`src/rtl/eep_pkg.sv`:
```
package eep_pkg;
  typedef enum logic [1:0] {
    PW_RUN  = 2'd0,
    PW_WAIT = 2'd1,
    PW_HALT = 2'd2
  } pwr_t;

  localparam logic [1:0] REQ_NONE  = 2'd0;
  localparam logic [1:0] REQ_WAIT  = 2'd1;
  localparam logic [1:0] REQ_AHALT = 2'd2;
  localparam logic [1:0] REQ_HALT  = 2'd3;

  // A request that parks the block until woken, without cancelling work.
  function automatic logic is_soft_sleep(input logic [1:0] req);
    return (req == REQ_WAIT) || (req == REQ_AHALT);
  endfunction
endpackage

```
`src/rtl/eep_page_latch.sv`:
```
module eep_page_latch #(
  parameter int ADDR_W    = 6,
  parameter int ROW_BYTES = 4,
  localparam int ROW_W    = $clog2(ROW_BYTES),
  localparam int ROW_A    = ADDR_W - ROW_W
) (
  input  logic                   clk,
  input  logic                   rst_n,
  input  logic                   wr_en,
  input  logic [ADDR_W-1:0]      wr_addr,
  input  logic [7:0]             wr_data,
  input  logic                   clear,
  output logic [ROW_A-1:0]       row,
  output logic [ROW_BYTES-1:0]   valid,
  output logic [ROW_BYTES*8-1:0] data
);
  function automatic logic [ROW_A-1:0] row_of(input logic [ADDR_W-1:0] a);
    return a[ADDR_W-1:ROW_W];
  endfunction

  function automatic logic [ROW_W-1:0] col_of(input logic [ADDR_W-1:0] a);
    return a[ROW_W-1:0];
  endfunction

  logic [ROW_A-1:0]       row_q;
  logic [ROW_BYTES-1:0]   valid_q;
  logic [ROW_BYTES*8-1:0] data_q;

  // Named events for the checks below
  logic row_open, row_hit, accept, drop;
  assign row_open = (valid_q == '0);
  assign row_hit  = (row_of(wr_addr) == row_q);
  assign accept   = wr_en && (row_open || row_hit);
  assign drop     = wr_en && !row_open && !row_hit;

  always_ff @(posedge clk) begin
    if (!rst_n || clear) begin
      row_q   <= '0;
      valid_q <= '0;
      data_q  <= '0;
    end else if (accept) begin
      row_q                          <= row_of(wr_addr);
      valid_q[col_of(wr_addr)]       <= 1'b1;
      data_q[col_of(wr_addr)*8 +: 8] <= wr_data;
    end
  end

  assign row   = row_q;
  assign valid = valid_q;
  assign data  = data_q;


  row_drop_chk: assert property (@(posedge clk) disable iff (!rst_n)
    (drop && !clear) |=> ($stable(valid_q) && $stable(data_q) && $stable(row_q)));


  row_keep_chk: assert property (@(posedge clk) disable iff (!rst_n)
    (accept && !clear) |=> (valid_q != '0));
endmodule

```
`src/rtl/eep_prog_timer.sv`:
```
module eep_prog_timer #(
  parameter int CYCLES = 20,
  localparam int CNT_W = $clog2(CYCLES + 1)
) (
  input  logic clk,
  input  logic rst_n,
  input  logic start,
  input  logic stop,
  output logic running,
  output logic expire
);
  logic [CNT_W-1:0] cnt_q;

  always_ff @(posedge clk) begin
    if (!rst_n || stop) cnt_q <= '0;
    else if (start)     cnt_q <= CNT_W'(CYCLES);
    else if (cnt_q != '0) cnt_q <= cnt_q - 1'b1;
  end

  assign running = (cnt_q != '0);
  assign expire  = (cnt_q == CNT_W'(1));


  start_busy_chk: assert property (@(posedge clk) disable iff (!rst_n)
    (start && !stop) |=> running);


  expire_idle_chk: assert property (@(posedge clk) disable iff (!rst_n)
    (expire && !start) |=> !running);
endmodule

```
`src/rtl/eep_cell_array.sv`:
```
module eep_cell_array #(
  parameter int ADDR_W    = 6,
  parameter int ROW_BYTES = 4,
  localparam int DEPTH    = 1 << ADDR_W,
  localparam int ROW_W    = $clog2(ROW_BYTES),
  localparam int ROW_A    = ADDR_W - ROW_W
) (
  input  logic                   clk,
  input  logic                   por_n,
  input  logic [ADDR_W-1:0]      rd_addr,
  output logic [7:0]             rd_data,
  output logic                   rd_bad,
  input  logic                   commit,
  input  logic                   abort,
  input  logic [ROW_A-1:0]       row,
  input  logic [ROW_BYTES-1:0]   valid,
  input  logic [ROW_BYTES*8-1:0] ldata,
  input  logic                   erase_en,
  input  logic [ADDR_W-1:0]      erase_addr
);
  function automatic logic [ADDR_W-1:0] cell_index(input logic [ROW_A-1:0] r,
                                                    input int unsigned c);
    return {r, ROW_W'(c)};
  endfunction

  logic [7:0] mem_q [DEPTH];
  logic       bad_q [DEPTH];

  always_ff @(posedge clk) begin
    if (!por_n) begin
      for (int i = 0; i < DEPTH; i++) begin
        mem_q[i] <= 8'hFF;
        bad_q[i] <= 1'b0;
      end
    end else if (erase_en) begin
      mem_q[erase_addr] <= 8'hFF;
      bad_q[erase_addr] <= 1'b0;
    end else begin
      for (int c = 0; c < ROW_BYTES; c++) begin
        if (valid[c]) begin
          if (commit) begin
            mem_q[cell_index(row, c)] <= ldata[c*8 +: 8];
            bad_q[cell_index(row, c)] <= 1'b0;
          end else if (abort) begin
            bad_q[cell_index(row, c)] <= 1'b1;
          end
        end
      end
    end
  end

  assign rd_data = mem_q[rd_addr];
  assign rd_bad  = bad_q[rd_addr];
endmodule

```
`src/rtl/eeprom_ctrl.sv`:
```
module eeprom_ctrl
  import eep_pkg::*;
#(
  parameter int ADDR_W      = 6,
  parameter int ROW_BYTES   = 4,
  parameter int PROG_CYCLES = 20
) (
  input  logic              clk,
  input  logic              por_n,
  input  logic              rst_n,
  input  logic              bus_sel,
  input  logic              bus_wr,
  input  logic [ADDR_W-1:0] bus_addr,
  input  logic [7:0]        bus_wdata,
  output logic [7:0]        bus_rdata,
  output logic              bus_rvalid,
  output logic              bus_rbad,
  input  logic              ctl_wr,
  input  logic              ctl_latch_in,
  input  logic              ctl_prog_in,
  output logic              ctl_latch,
  output logic              ctl_prog,
  output logic              busy,
  input  logic [1:0]        pwr_req,
  input  logic              pwr_wake,
  output logic [1:0]        pwr_state,
  input  logic              prot_wr,
  input  logic              prot_val,
  output logic              prot_on
);
  localparam int DEPTH = 1 << ADDR_W;
  localparam int ROW_W = $clog2(ROW_BYTES);
  localparam int ROW_A = ADDR_W - ROW_W;

  // ---------------- state ----------------
  logic        lat_q, prog_q;
  pwr_t        pwr_q;
  logic        pend_q;
  logic        prot_q, erasing_q;
  logic [ADDR_W-1:0] era_ptr_q;
  logic [7:0]  rdata_q;
  logic        rvalid_q, rbad_q;

  // ---------------- named events ----------------
  logic run, blocked, rd_req, wr_req, rd_ok, wr_ok, ctl_ev;
  logic halt_req, wait_req, halt_abort, sw_abort, rst_abort, abort_ev;
  logic start_ev, done_ev, commit_ev, latch_clear;
  logic go_wait, wait_now, wait_defer;
  logic prot_set_ev, prot_clr_ev, erase_step, erase_last;
  logic timer_busy;

  logic [ROW_A-1:0]       lt_row;
  logic [ROW_BYTES-1:0]   lt_valid;
  logic [ROW_BYTES*8-1:0] lt_data;
  logic [7:0]             arr_data;
  logic                   arr_bad;

  assign run      = (pwr_q == PW_RUN);
  assign blocked  = prot_q || erasing_q;
  assign rd_req   = bus_sel && !bus_wr;
  assign wr_req   = bus_sel && bus_wr;
  assign rd_ok    = rd_req && run && !lat_q && !timer_busy && !blocked;
  assign wr_ok    = wr_req && run && lat_q && !timer_busy && !blocked;
  assign ctl_ev   = ctl_wr && run && !erasing_q;

  assign halt_req   = (pwr_req == REQ_HALT) && (pwr_q != PW_HALT);
  assign wait_req   = is_soft_sleep(pwr_req) && run;
  assign halt_abort = halt_req && timer_busy;
  assign sw_abort   = ctl_ev && timer_busy && !(ctl_latch_in && ctl_prog_in) && !halt_req;
  assign rst_abort  = !rst_n && timer_busy;
  assign abort_ev   = halt_abort || sw_abort || rst_abort;

  assign start_ev  = ctl_ev && !timer_busy && ctl_latch_in && ctl_prog_in &&
                     !blocked && !halt_req;
  assign commit_ev = done_ev && rst_n && !halt_abort && !sw_abort;

  assign latch_clear = commit_ev || abort_ev || prot_set_ev ||
                       (ctl_ev && !timer_busy && !ctl_latch_in);

  assign wait_now   = wait_req && !timer_busy;
  assign wait_defer = wait_req && timer_busy;
  assign go_wait    = run && (wait_req || pend_q) &&
                      (!timer_busy || commit_ev || sw_abort);

  assign prot_set_ev = prot_wr && prot_val && !prot_q && !timer_busy && run;
  assign prot_clr_ev = prot_wr && !prot_val && prot_q && !erasing_q &&
                       !timer_busy && run;
  assign erase_step  = erasing_q && run;
  assign erase_last  = erase_step && (era_ptr_q == ADDR_W'(DEPTH - 1));

  // ---------------- sub-blocks ----------------
  eep_page_latch #(.ADDR_W(ADDR_W), .ROW_BYTES(ROW_BYTES)) u_latch (
    .clk     (clk),
    .rst_n   (rst_n),
    .wr_en   (wr_ok),
    .wr_addr (bus_addr),
    .wr_data (bus_wdata),
    .clear   (latch_clear),
    .row     (lt_row),
    .valid   (lt_valid),
    .data    (lt_data)
  );

  eep_prog_timer #(.CYCLES(PROG_CYCLES)) u_timer (
    .clk     (clk),
    .rst_n   (rst_n),
    .start   (start_ev),
    .stop    (halt_abort || sw_abort),
    .running (timer_busy),
    .expire  (done_ev)
  );

  eep_cell_array #(.ADDR_W(ADDR_W), .ROW_BYTES(ROW_BYTES)) u_array (
    .clk        (clk),
    .por_n      (por_n),
    .rd_addr    (bus_addr),
    .rd_data    (arr_data),
    .rd_bad     (arr_bad),
    .commit     (commit_ev),
    .abort      (abort_ev),
    .row        (lt_row),
    .valid      (lt_valid),
    .ldata      (lt_data),
    .erase_en   (erase_step),
    .erase_addr (era_ptr_q)
  );

  // ---------------- control bits ----------------
  always_ff @(posedge clk) begin
    if (!rst_n) begin
      lat_q  <= 1'b0;
      prog_q <= 1'b0;
    end else if (commit_ev || halt_abort || sw_abort || prot_set_ev) begin
      lat_q  <= 1'b0;
      prog_q <= 1'b0;
    end else begin
      if (ctl_ev && !timer_busy) lat_q <= ctl_latch_in && !blocked;
      if (start_ev) prog_q <= 1'b1;
    end
  end

  // ---------------- power state ----------------
  always_ff @(posedge clk) begin
    if (!rst_n) begin
      pwr_q  <= PW_RUN;
      pend_q <= 1'b0;
    end else if (halt_req) begin
      pwr_q  <= PW_HALT;
      pend_q <= 1'b0;
    end else if (!run) begin
      if (pwr_wake) pwr_q <= PW_RUN;
    end else if (go_wait) begin
      pwr_q  <= PW_WAIT;
      pend_q <= 1'b0;
    end else if (wait_defer) begin
      pend_q <= 1'b1;
    end
  end

  // ---------------- protection and erase sweep ----------------
  always_ff @(posedge clk) begin
    if (!por_n) begin
      prot_q    <= 1'b0;
      erasing_q <= 1'b0;
      era_ptr_q <= '0;
    end else if (prot_set_ev) begin
      prot_q <= 1'b1;
    end else if (prot_clr_ev) begin
      erasing_q <= 1'b1;
      era_ptr_q <= '0;
    end else if (erase_last) begin
      erasing_q <= 1'b0;
      prot_q    <= 1'b0;
      era_ptr_q <= '0;
    end else if (erase_step) begin
      era_ptr_q <= era_ptr_q + 1'b1;
    end
  end

  // ---------------- read path ----------------
  always_ff @(posedge clk) begin
    if (!rst_n) begin
      rdata_q  <= 8'h00;
      rvalid_q <= 1'b0;
      rbad_q   <= 1'b0;
    end else begin
      rvalid_q <= rd_ok;
      rdata_q  <= rd_ok ? arr_data : 8'h00;
      rbad_q   <= rd_ok && arr_bad;
    end
  end

  assign bus_rdata  = rdata_q;
  assign bus_rvalid = rvalid_q;
  assign bus_rbad   = rbad_q;
  assign ctl_latch  = lat_q;
  assign ctl_prog   = prog_q;
  assign busy       = timer_busy;
  assign pwr_state  = pwr_q;
  assign prot_on    = prot_q;

  // ---------------- assertions ----------------

  latch_read_chk: assert property (@(posedge clk) disable iff (!rst_n || !por_n)
    (rd_req && lat_q) |=> !bus_rvalid);


  commit_clear_chk: assert property (@(posedge clk) disable iff (!rst_n || !por_n)
    commit_ev |=> (!ctl_latch && !ctl_prog && !busy));


  busy_latch_chk: assert property (@(posedge clk) disable iff (!rst_n || !por_n)
    busy |-> (ctl_latch && ctl_prog));


  wait_now_chk: assert property (@(posedge clk) disable iff (!rst_n || !por_n)
    wait_now |=> (pwr_state == 2'd1));


  wait_defer_chk: assert property (@(posedge clk) disable iff (!rst_n || !por_n)
    (wait_defer && !commit_ev && !sw_abort) |=> (pwr_state == 2'd0));


  halt_stop_chk: assert property (@(posedge clk) disable iff (!rst_n || !por_n)
    halt_req |=> (pwr_state == 2'd2 && !busy && !ctl_prog));


  prot_read_chk: assert property (@(posedge clk) disable iff (!rst_n || !por_n)
    (rd_req && prot_on) |=> !bus_rvalid);


  prot_latch_chk: assert property (@(posedge clk) disable iff (!rst_n || !por_n)
    prot_on |=> !(ctl_latch && $rose(ctl_latch)));
endmodule

```
`config.mk`:
```
export PLATFORM = sky130hd
export DESIGN_NAME = eeprom_ctrl
export DESIGN_NICKNAME = d
export VERILOG_FILES = /design/src/rtl/eep_pkg.sv /design/src/rtl/eep_page_latch.sv /design/src/rtl/eep_prog_timer.sv /design/src/rtl/eep_cell_array.sv /design/src/rtl/eeprom_ctrl.sv
export SDC_FILE = /design/constraint.sdc
export NUM_CORES = 1
export LEC_CHECK = 0
export BUFFER_PORTS_ARGS = -buffer_cell sky130_fd_sc_hd__buf_2
export CAP_MARGIN = 20
export CELL_PAD_IN_SITES_DETAIL_PLACEMENT = 1
export CELL_PAD_IN_SITES_GLOBAL_PLACEMENT = 1
export CORE_UTILIZATION = 40
export DETAILED_ROUTE_END_ITERATION = 8
export GPL_TIMING_DRIVEN = 0
export PLACE_DENSITY = 0.64
export SLEW_MARGIN = 20
export SYNTH_ARGS = -nofsm -noshare
export SYNTH_HDL_FRONTEND = slang
export SYNTH_SLANG_ARGS = --single-unit
export TNS_END_PERCENT = 20
```
`constraint.sdc`:
```
create_clock -name clk -period 3 [get_ports clk]
set_input_delay 0.6 -clock clk [delete_from_list [all_inputs] [get_ports clk]]
set_output_delay 0.6 -clock clk [all_outputs]
set_load 0.01 [all_outputs]
```
==> results.tsv, run 1 <==
metric	value	unit
status	complete, but fails checks	
violations	setup timing	
htree_num_levels	3	
syn_avg_cell_area	13.6	um2
cts_root_buffer	clkbuf_16	
initial_core_util	40.7	%
cts_buffers	74	
synthAdderAreaFrac	0.545	%
worst-r2r-cell-count	6	
syn_nets	2238	
synth_cell_types	63	
slew-limit-headroom	13.0	%
ios	43	
placed_cell_area	31300	um2
comb_power_share	9.5	%
synth.area.mux_share	11.9	%
grt_setup_unrepaired	true	
crit_type	reg2reg	
fin_tns_setup	-6.64	ns
first_pass_iters	6	
grt_antenna_before_repair	18	
wirelength	129	mm
final_util	46.8	%
ys_ff_latch	644	
cts_num_sinks	644	
syn_inst	2198	
synth_ff_type	edfxtp_1	
max_stage_delay	0.57	ns
vias	21703	
ant_nets	0	
finalPower	20.9	mW
wl_per_cell	38.3	um
cp_num_buf_inv	1	
grt_max_degree	15	
cp.arrival	3.44	ns
port_buffers	39	
hold_slack	0.249	ns
cp-start-kind	flip-flop	
cts.clk_slew.worst_paths	0.06	ns
critPathRequiredTime	3.30	ns
nets	2372	
dp_hpwl	87.6	mm
grt_overflow_total	0	
fin_skew	0.0191	ns
seqPwrFrac	46.4	%
max-vdd-ir-drop	434	uV
synth_top_family_by_area	simple AND/OR/NAND/NOR gates	
crit_start	u_latch.row[2]	
finalSetupViolCount	190	
drv_cap	0	
worstPathCellList	buf_2, nand2_1, nor3_2, and2_1, nand4_1, nand2_2	
synth_edf_count	512	
switchingPower	5.31	mW
routed_via_density	6.46	
design_area	34400	um2
place_inst	3197	
area_delta_synth_final	15.1	%
std_cell_rows	99	
fin_crit_sh	105	%
clkPwrFrac	44.2	%
async_reset_ff_share	0	%
p_per_area	609	nW/um2
fin_crit	3.14	ns
worst_setup_path_end_kind	flip-flop	
cp_max_fo	10	
p_leak	9.49	nW
crit_family	simple AND/OR/NAND/NOR gates	
place_ws	-1.24	ns
clk_latency	0.63	ns
clk_path_buf_depth	3	
endpoint	u_array.mem_q[24][0]	
max_freq	0.318	GHz
dieArea	75800	um2
die_w	275	um
routabilityCongestion	1.07	
holdCritPathClass	in2reg	
hold_viol	0	
fin_cells	3359	
syn-cell-area	29900	um2
cpMaxStageDelayCell	nor3_2	
synthXorXnorAreaFrac	0.323	%
setup_ws	-0.142	ns
p_sw_share	25.4	%
r2r-start	u_latch.row[2]	
cts_tree	built	
drt_iter0_drc	3111	
crit-reg2reg-capture	u_array.mem_q[24][0]	
worst_pin_slew	1.31	ns
slew_violations	0	
drc_errors	0	
grt.total_usage	34.1	%
first_global_vias	21483	
p_int	15.6	mW
drive_gt1_share	42.9	%
yosys.area_share.simple	17.6	%
synth_warnings	0	
die_h	275	um
synth_compound_area_share	7.01	%
seq_area_frac_synth	60.3	%
r2r_slack	-0.14	ns
grt_pass1_wl	174	mm
crit_cells	6	
core	73500	um2
worst min-delay path, cell delays in order:
cell	delay, ns
buf_2	0.08
nand2b_1	0.09
a21oi_1	0.05
layout by cell type (no fill, tap or decap), drive strengths merged, types with 9 or more instances in the layout:
cell and n:
and2 12, nand4 84, nor2 34, nand2 164, dfxtp 132, clkbuf 169
a21oi 52, ha 13, inv 11, nor3 28, mux4 134, or2 515
nand3 33, buf 136, edfxtp 512, a22oi 10, o21ai 16, o21a 64
nand2b 9, clkinv 24, a32o 71, o22ai 18, mux2i 35, mux2 16
worst min path at each step:
stage | slack (ns) | depth (start not counted) | end | from
global placement | 0.45 | 2 | ctl_prog | ctl_prog
global route | 0.26 | 3 | pwr_state[0] | pwr_wake
detailed placement | 0.44 | 2 | ctl_prog | ctl_prog
finish | 0.25 | 3 | pwr_state[0] | pwr_wake
floorplan | 0.44 | 2 | u_latch.valid[3] | u_latch.valid[3]
CTS | 0.24 | 3 | pwr_state[0] | pwr_wake
power groups by stage:
stage          registers (mW)  logic, mW  clock network (mW)
2_1_floorplan            9.89       1.03                   0
3_3_place_gp             9.89       1.75                   0
3_5_place_dp             9.90       1.80                   0
4_1_cts                  9.71       1.88                9.30
5_1_grt                  9.72       2.05                9.59
6_report                 9.71       1.98                9.25
final cells by class:
class	instances	area (um2)
Buffer	141	717
Fill cell	7382	39100
Multi-Input combinational cell	1401	11600
Inverter	9	36.3
Sequential cell	644	18000
Clock buffer	104	2060
Antenna cell	6	15.0
Tap cell	959	1200
Timing Repair Buffer	61	377
Clock inverter	34	374
cells in the mapped netlist (5+ instances only):
| master | number | area share [%] |
|---|---|---|
| edfxtp_1 | 512 | 51 |
| or2_2 | 509 | 11 |
| nand2_1 | 164 | 2.1 |
| mux4_2 | 134 | 10 |
| dfxtp_1 | 132 | 8.8 |
| nand4_1 | 84 | 1.8 |
| a32o_1 | 71 | 2.4 |
| clkbuf_1 | 66 | 0.83 |
| o21a_1 | 64 | 1.6 |
| a21oi_1 | 52 | 0.87 |
| buf_2 | 49 | 0.82 |
| mux2i_1 | 35 | 1.2 |
| nor2_1 | 34 | 0.43 |
| nand3_1 | 33 | 0.55 |
| nor3_1 | 27 | 0.45 |
| buf_1 | 20 | 0.25 |
| o22ai_1 | 18 | 0.38 |
| mux2_2 | 16 | 0.60 |
| o21ai_0 | 15 | 0.25 |
| ha_1 | 13 | 0.54 |
| and2_1 | 11 | 0.23 |
| a22oi_1 | 10 | 0.25 |
| nand2b_1 | 9 | 0.19 |
| inv_1 | 8 | 0.10 |
| and3_1 | 7 | 0.15 |
| nor2b_1 | 7 | 0.15 |
| o32ai_1 | 7 | 0.21 |
| a221oi_1 | 6 | 0.18 |
| or2_1 | 6 | 0.13 |
| xor2_1 | 6 | 0.18 |
| a21boi_0 | 5 | 0.13 |
| a22o_1 | 5 | 0.15 |
| a31o_2 | 5 | 0.15 |
| buf_6 | 5 | 0.19 |
| or3_1 | 5 | 0.10 |
| xnor2_1 | 5 | 0.15 |
state kept, by name, indices dropped and copies added, names as in the netlist, 2 cells and up:
register / flops
pwr_state: 2
bus_rdata: 8
u_latch.row: 4
u_array.bad_q: 64
u_latch.data: 32
era_ptr_q: 6
u_array.mem_q: 512
u_latch.valid: 4
u_timer.cnt_q: 5
routing by layer:
metal / part of all wire, % / track usage (%)
met1: 39 / 45.2
met2: 44 / 51.1
met3: 11 / 8.46
met4: 6.3 / 19.6
met5: 0.0085 / 0
kinds of logic after synthesis:
logic type | after synthesis
and+or+nand+nor | 918
DFF | 644
AOI/OAI and AO/OA | 274
muxes | 185
buffers and inverters | 153
adders and majority gates | 13
xor gates and xnor gates | 11
repair_timing:
action                                   CTS  global route
pin swaps                                  8            14
endpoints found under the setup margin  1056           735
gates resized for setup                  118            23
hold buffers                               0             0
setup buffers                              7            14
Power figures use the tool's default switching activity.
==> inputs of run 2 (changes only) <==
Settings changed: BUFFER_PORTS_ARGS -buffer_cell sky130_fd_sc_hd__buf_2 to not set, DONT_BUFFER_PORTS set to 1, PLACE_DENSITY 0.64 to 0.63, RECOVER_POWER set to 50.
==> run 2 against run 1 <==
Compared with the run above: the flow still finishes with violations (setup timing); flip-flop and latch count did not move; first-iteration DRC count fell by 11%; register-to-register slack improved by 0.02 ns; global-route usage fell by 0.064 points; combinational power fell by 7%; clock skew rose by 0.020 ns; die area did not move; sequential power barely moved; hold slack got worse by 0.15 ns; largest power group unchanged.
==> results.tsv, run 2 (same netlist as run 1, synthesis figures left out) <==
metric	value	unit
vias	21663	
comb_power_share	8.6	%
cpMaxStageDelayCell	buf_2	
worst_setup_path_end_kind	flip-flop	
cts.clk_slew.worst_paths	0.06	ns
area_delta_synth_final	15.6	%
hold_viol	0	
setup_ws	-0.122	ns
htree_num_levels	3	
nets	2348	
grt.total_usage	34.1	%
finalPower	21.3	mW
initial_core_util	40.7	%
final_util	47.0	%
clk_latency	0.64	ns
finalSetupViolCount	75	
slew_violations	0	
std_cell_rows	99	
top_register	u_array.mem_q	
drive_gt1_share	42.4	%
dp_hpwl	88.7	mm
ios	43	
crit_type	reg2reg	
routed_via_density	6.46	
cp-start-kind	flip-flop	
seqPwrFrac	45.8	%
wl_per_cell	38.2	um
grt_overflow_total	0	
wirelength	128	mm
grt_pass1_wl	174	mm
p_int	15.9	mW
final_cell_mix	edfxtp_1, or2_2, mux4_2	
max-vdd-ir-drop	568	uV
cts_buffers	75	
postCtsHoldBufs	0	
fin_skew	0.0389	ns
port_buffers	0	
die_h	275	um
layout_commonest_cell	edfxtp_1	
clkPwrFrac	45.6	%
fin_tns_setup	-2.57	ns
first_pass_iters	5	
cts_tree	built	
dieArea	75800	um2
slew-limit-headroom	14.0	%
cts_root_buffer	clkbuf_16	
violations	setup timing	
die_w	275	um
clk_path_buf_depth	3	
drt_iter0_drc	2773	
grt_antenna_before_repair	24	
core	73500	um2
grt_setup_unrepaired	true	
p_sw_share	25.0	%
critPathRequiredTime	3.57	ns
fin_crit_sh	104	%
drv_cap	0	
switchingPower	5.32	mW
holdCritPathClass	in2reg	
drc_errors	0	
cp.arrival	3.69	ns
worstPathCellList	nor3_2, nand3_1, a31oi_2, and2_1, clkbuf_1, buf_2, a32o_1	
cp_max_fo	10	
fillers	7361	
grt_max_degree	14	
status	complete, but fails checks	
first_global_vias	21712	
max_freq	0.320	GHz
cts_num_sinks	644	
worst_pin_slew	1.29	ns
fin_crit	3.12	ns
max_stage_delay	0.58	ns
ant_nets	0	
p_leak	9.39	nW
routabilityCongestion	0.991	
largest_register_ffs	512	
p_per_area	616	nW/um2
==> run 2: repair_timing <==
action,CTS,global route
pin swaps,12,14
setup buffers,21,11
setup endpoints to repair,1102,627
gates resized for setup,113,37
==> run 2: power groups by stage <==
stage / Clock [mW] / Sequential, mW / Combinational, mW
3_5_place_dp: 0 / 9.92 / 1.71
4_1_cts: 9.72 / 9.73 / 1.78
2_1_floorplan: 0 / 9.89 / 1.03
5_1_grt: 10.0 / 9.74 / 1.90
6_report: 9.70 / 9.73 / 1.84
3_3_place_gp: 0 / 9.91 / 1.65
==> run 2: final cells by class <==
cell class | count | area (um2) | area share [%]
antenna | 23 | 57.6 | 0.167
buffer | 144 | 708 | 2.05
clock buffer | 105 | 2110 | 6.12
clock inverter | 34 | 454 | 1.32
inverter | 9 | 33.8 | 0.0979
multi-input combinational | 1401 | 11700 | 33.8
sequential | 644 | 18000 | 52.2
tap | 959 | 1200 | 3.48
timing repair buffer | 33 | 251 | 0.729
==> run 2: worst paths after layout <==
path	start	endpoint	slack, ns	cells past startpoint
worst max register to register	erasing_q	u_array.bad_q[27]	-0.12	7
worst min register to register	u_array.bad_q[30]	u_array.bad_q[30]	0.50	1
worst min-delay path	rst_n	pwr_state[1]	0.10	1
worst max-delay path	erasing_q	u_array.bad_q[27]	-0.12	7
==> run 2: worst max-delay path: cells and delay by family, from the launching register on <==
| kind | cells | cell delay [ns] |
|---|---|---|
| AO/OA/AOI/OAI | 2 | 0.73 |
| buffers and inverters | 2 | 1.12 |
| flip-flops | 1 | 0.38 |
| AND/OR/NAND/NOR | 3 | 0.80 |
==> run 2: per-stage QoR <==
| step | setup WS [ns] | cells | instance area [um2] | hold WS, ns |
|---|---|---|---|---|
| final | -0.122 | 3352 | 34500 | 0.101 |
| after global routing | -0.174 | 3333 | 34500 | 0.127 |
| after CTS | -0.0850 | 3318 | 34200 | 0.0834 |
| after detailed placement | -1.18 | 3158 | 31100 | 0.482 |
| after global placement | -1.27 | 3157 | 31100 | 0.470 |
| after floorplan | 0.248 | 2198 | 29900 | 0.442 |
==> run 2: layer usage <==
| layer | global-route usage (%) | up-vias | part of all wire (%) |
|---|---|---|---|
| met5 | 0.940 | - | 0.13 |
| li1 | - | 8578 | - |
| met2 | 51.8 | 1397 | 45 |
| met3 | 8.32 | 280 | 11 |
| met4 | 16.4 | 6 | 4.9 |
| met1 | 45.7 | 11402 | 39 |
==> inputs of run 3 (changes only) <==
Settings changed: CORE_UTILIZATION 40 to 35, HOLD_SLACK_MARGIN set to 0.06, PLACE_DENSITY 0.63 to 0.57.
Clock period 3 ns to 2.9 ns, I/O delays scaled along.
==> run 3 against run 2 <==
Compared with the run above: the flow still finishes with violations (setup timing); fmax rose by 3.3%; final cell count rose by 5.0%; clock power rose by 1%; die area rose by 14%; register-to-register slack barely moved; non-clock buffer count rose by 4; critical path type unchanged; largest cell class unchanged; largest power group unchanged; highest routed layer is now met4.
==> results.tsv, run 3 (same netlist as run 1, synthesis figures left out) <==
metric	value	unit
worst_setup_path_end_kind	flip-flop	
fin_crit_sh	104	%
top_register	u_array.mem_q	
layout_commonest_cell	edfxtp_1	
design_area	34800	um2
final_util	41.4	%
grt.total_usage	30.7	%
first_pass_iters	8	
place_ws	-1.40	ns
drive_gt1_share	43.1	%
p_sw_share	25.5	%
dp_hpwl	91.5	mm
max-vdd-ir-drop	499	uV
ant_nets	0	
initial_core_util	35.5	%
critPathRequiredTime	3.28	ns
holdCritPathClass	in2reg	
drc_errors	0	
drv_cap	0	
routed_via_density	6.11	
ios	43	
cts.clk_slew.worst_paths	0.06	ns
grt_pass1_wl	180	mm
cp_max_fo	10	
vias	21516	
final_cell_mix	edfxtp_1, or2_2, mux4_2	
port_buffers	0	
switchingPower	5.56	mW
cp.arrival	3.40	ns
grt_overflow_total	0	
htree_num_levels	3	
placed_cell_area	31400	um2
clk_path_buf_depth	3	
routabilityCongestion	1.03	
grt_setup_unrepaired	true	
status	complete, but fails checks	
hold_slack	0.0963	ns
finalSetupViolCount	277	
clk_latency	0.64	ns
first_global_vias	21581	
dieArea	86500	um2
finalPower	21.9	mW
comb_power_share	9.0	%
fin_crit	3.02	ns
nets	2352	
die_w	294	um
drt_iter0_drc	2755	
setup_ws	-0.121	ns
cts_buffers	75	
wl_per_cell	37.8	um
p_per_area	628	nW/um2
area_delta_synth_final	16.5	%
cts_tree	built	
grt_antenna_before_repair	24	
die_h	294	um
cts_root_buffer	clkbuf_16	
crit_type	reg2reg	
seqPwrFrac	46.1	%
cp-start-kind	flip-flop	
max_freq	0.331	GHz
slew_violations	0	
p_int	16.3	mW
wirelength	133	mm
grt_max_degree	14	
slew-limit-headroom	19.2	%
cts_num_sinks	644	
fin_skew	0.0287	ns
clkPwrFrac	44.9	%
std_cell_rows	106	
p_leak	9.46	nW
largest_register_ffs	512	
worst_pin_slew	1.21	ns
hold_viol	0	
core	84100	um2
violations	setup timing	
==> run 3: changes by cell type in the layout (fill, tap and decap cells not counted), sizes merged, moves of 3 or more <==
cell,before,now
clkbuf,176,186
clkinv,20,28
buf,105,94
bufinv,10,7
diode,23,12
==> run 3: area by class of cell <==
class | instances | area [um2]
fillers | 8659 | 49300
flip-flops and latches | 644 | 18000
multi-input cells | 1401 | 11700
clock buffers | 101 | 2120
well taps | 1134 | 1420
plain buffers | 143 | 764
clock inverters | 39 | 394
repair buffers | 38 | 302
inverters | 9 | 36.3
diodes | 12 | 30.0
==> run 3: worst max-delay path, cell delays in order, from the launching register on <==
cell	delay [ns]
dfxtp_2	0.43
inv_1	0.10
o21ai_2	0.31
a32o_1	0.21
buf_2	0.33
buf_2	0.32
nand4_1	0.53
or2_2	0.52
==> run 3: metal layers <==
layer / wire length (um) / up-vias / GRT usage, %
met1: 55400 / 11512 / 42.4
met4: 6970 / 0 / 15.2
met3: 11500 / 256 / 5.63
met2: 59300 / 1192 / 46.5
met5: 0 / - / 0
li1: - / 8556 / -
==> run 3: path summary, 6_finish.rpt <==
path / from / endpoint / slack (ns) / cells past startpoint
max reg2reg: pwr_state[1] / u_array.mem_q[53][1] / -0.12 / 7
min: bus_addr[5] / u_latch.row[3] / 0.1 / 2
min reg2reg: u_array.bad_q[55] / u_array.bad_q[55] / 0.50 / 1
max: pwr_state[1] / u_array.mem_q[53][1] / -0.12 / 7
==> run 3: repair_timing <==
| item | CTS | global route |
|---|---|---|
| hold buffers | 1 | 0 |
| pin swaps | 14 | 18 |
| resized for setup | 128 | 58 |
| setup buffers | 10 | 24 |
| hold endpoints to repair | 1 | 0 |
| endpoints found under the setup margin | 1122 | 768 |
==> run 3: power groups by stage <==
stage,Clock (mW),Combinational (mW),Sequential (mW)
after CTS,9.88,1.89,10.1
after global placement,0,1.74,10.3
after floorplan,0,1.07,10.2
after detailed placement,0,1.81,10.3
final,9.81,1.97,10.1
after global routing,10.2,2.05,10.1
==> run 3: per-stage QoR <==
| stage | cells | setup TNS [ns] |
|---|---|---|
| 3_3_place_gp | 3332 | -732.44 |
| 4_1_cts | 3485 | -6.50 |
| 3_5_place_dp | 3335 | -710.10 |
| 5_1_grt | 3509 | -31.42 |
| 2_1_floorplan | 2198 | 0 |
| 6_report | 3521 | -14.02 |
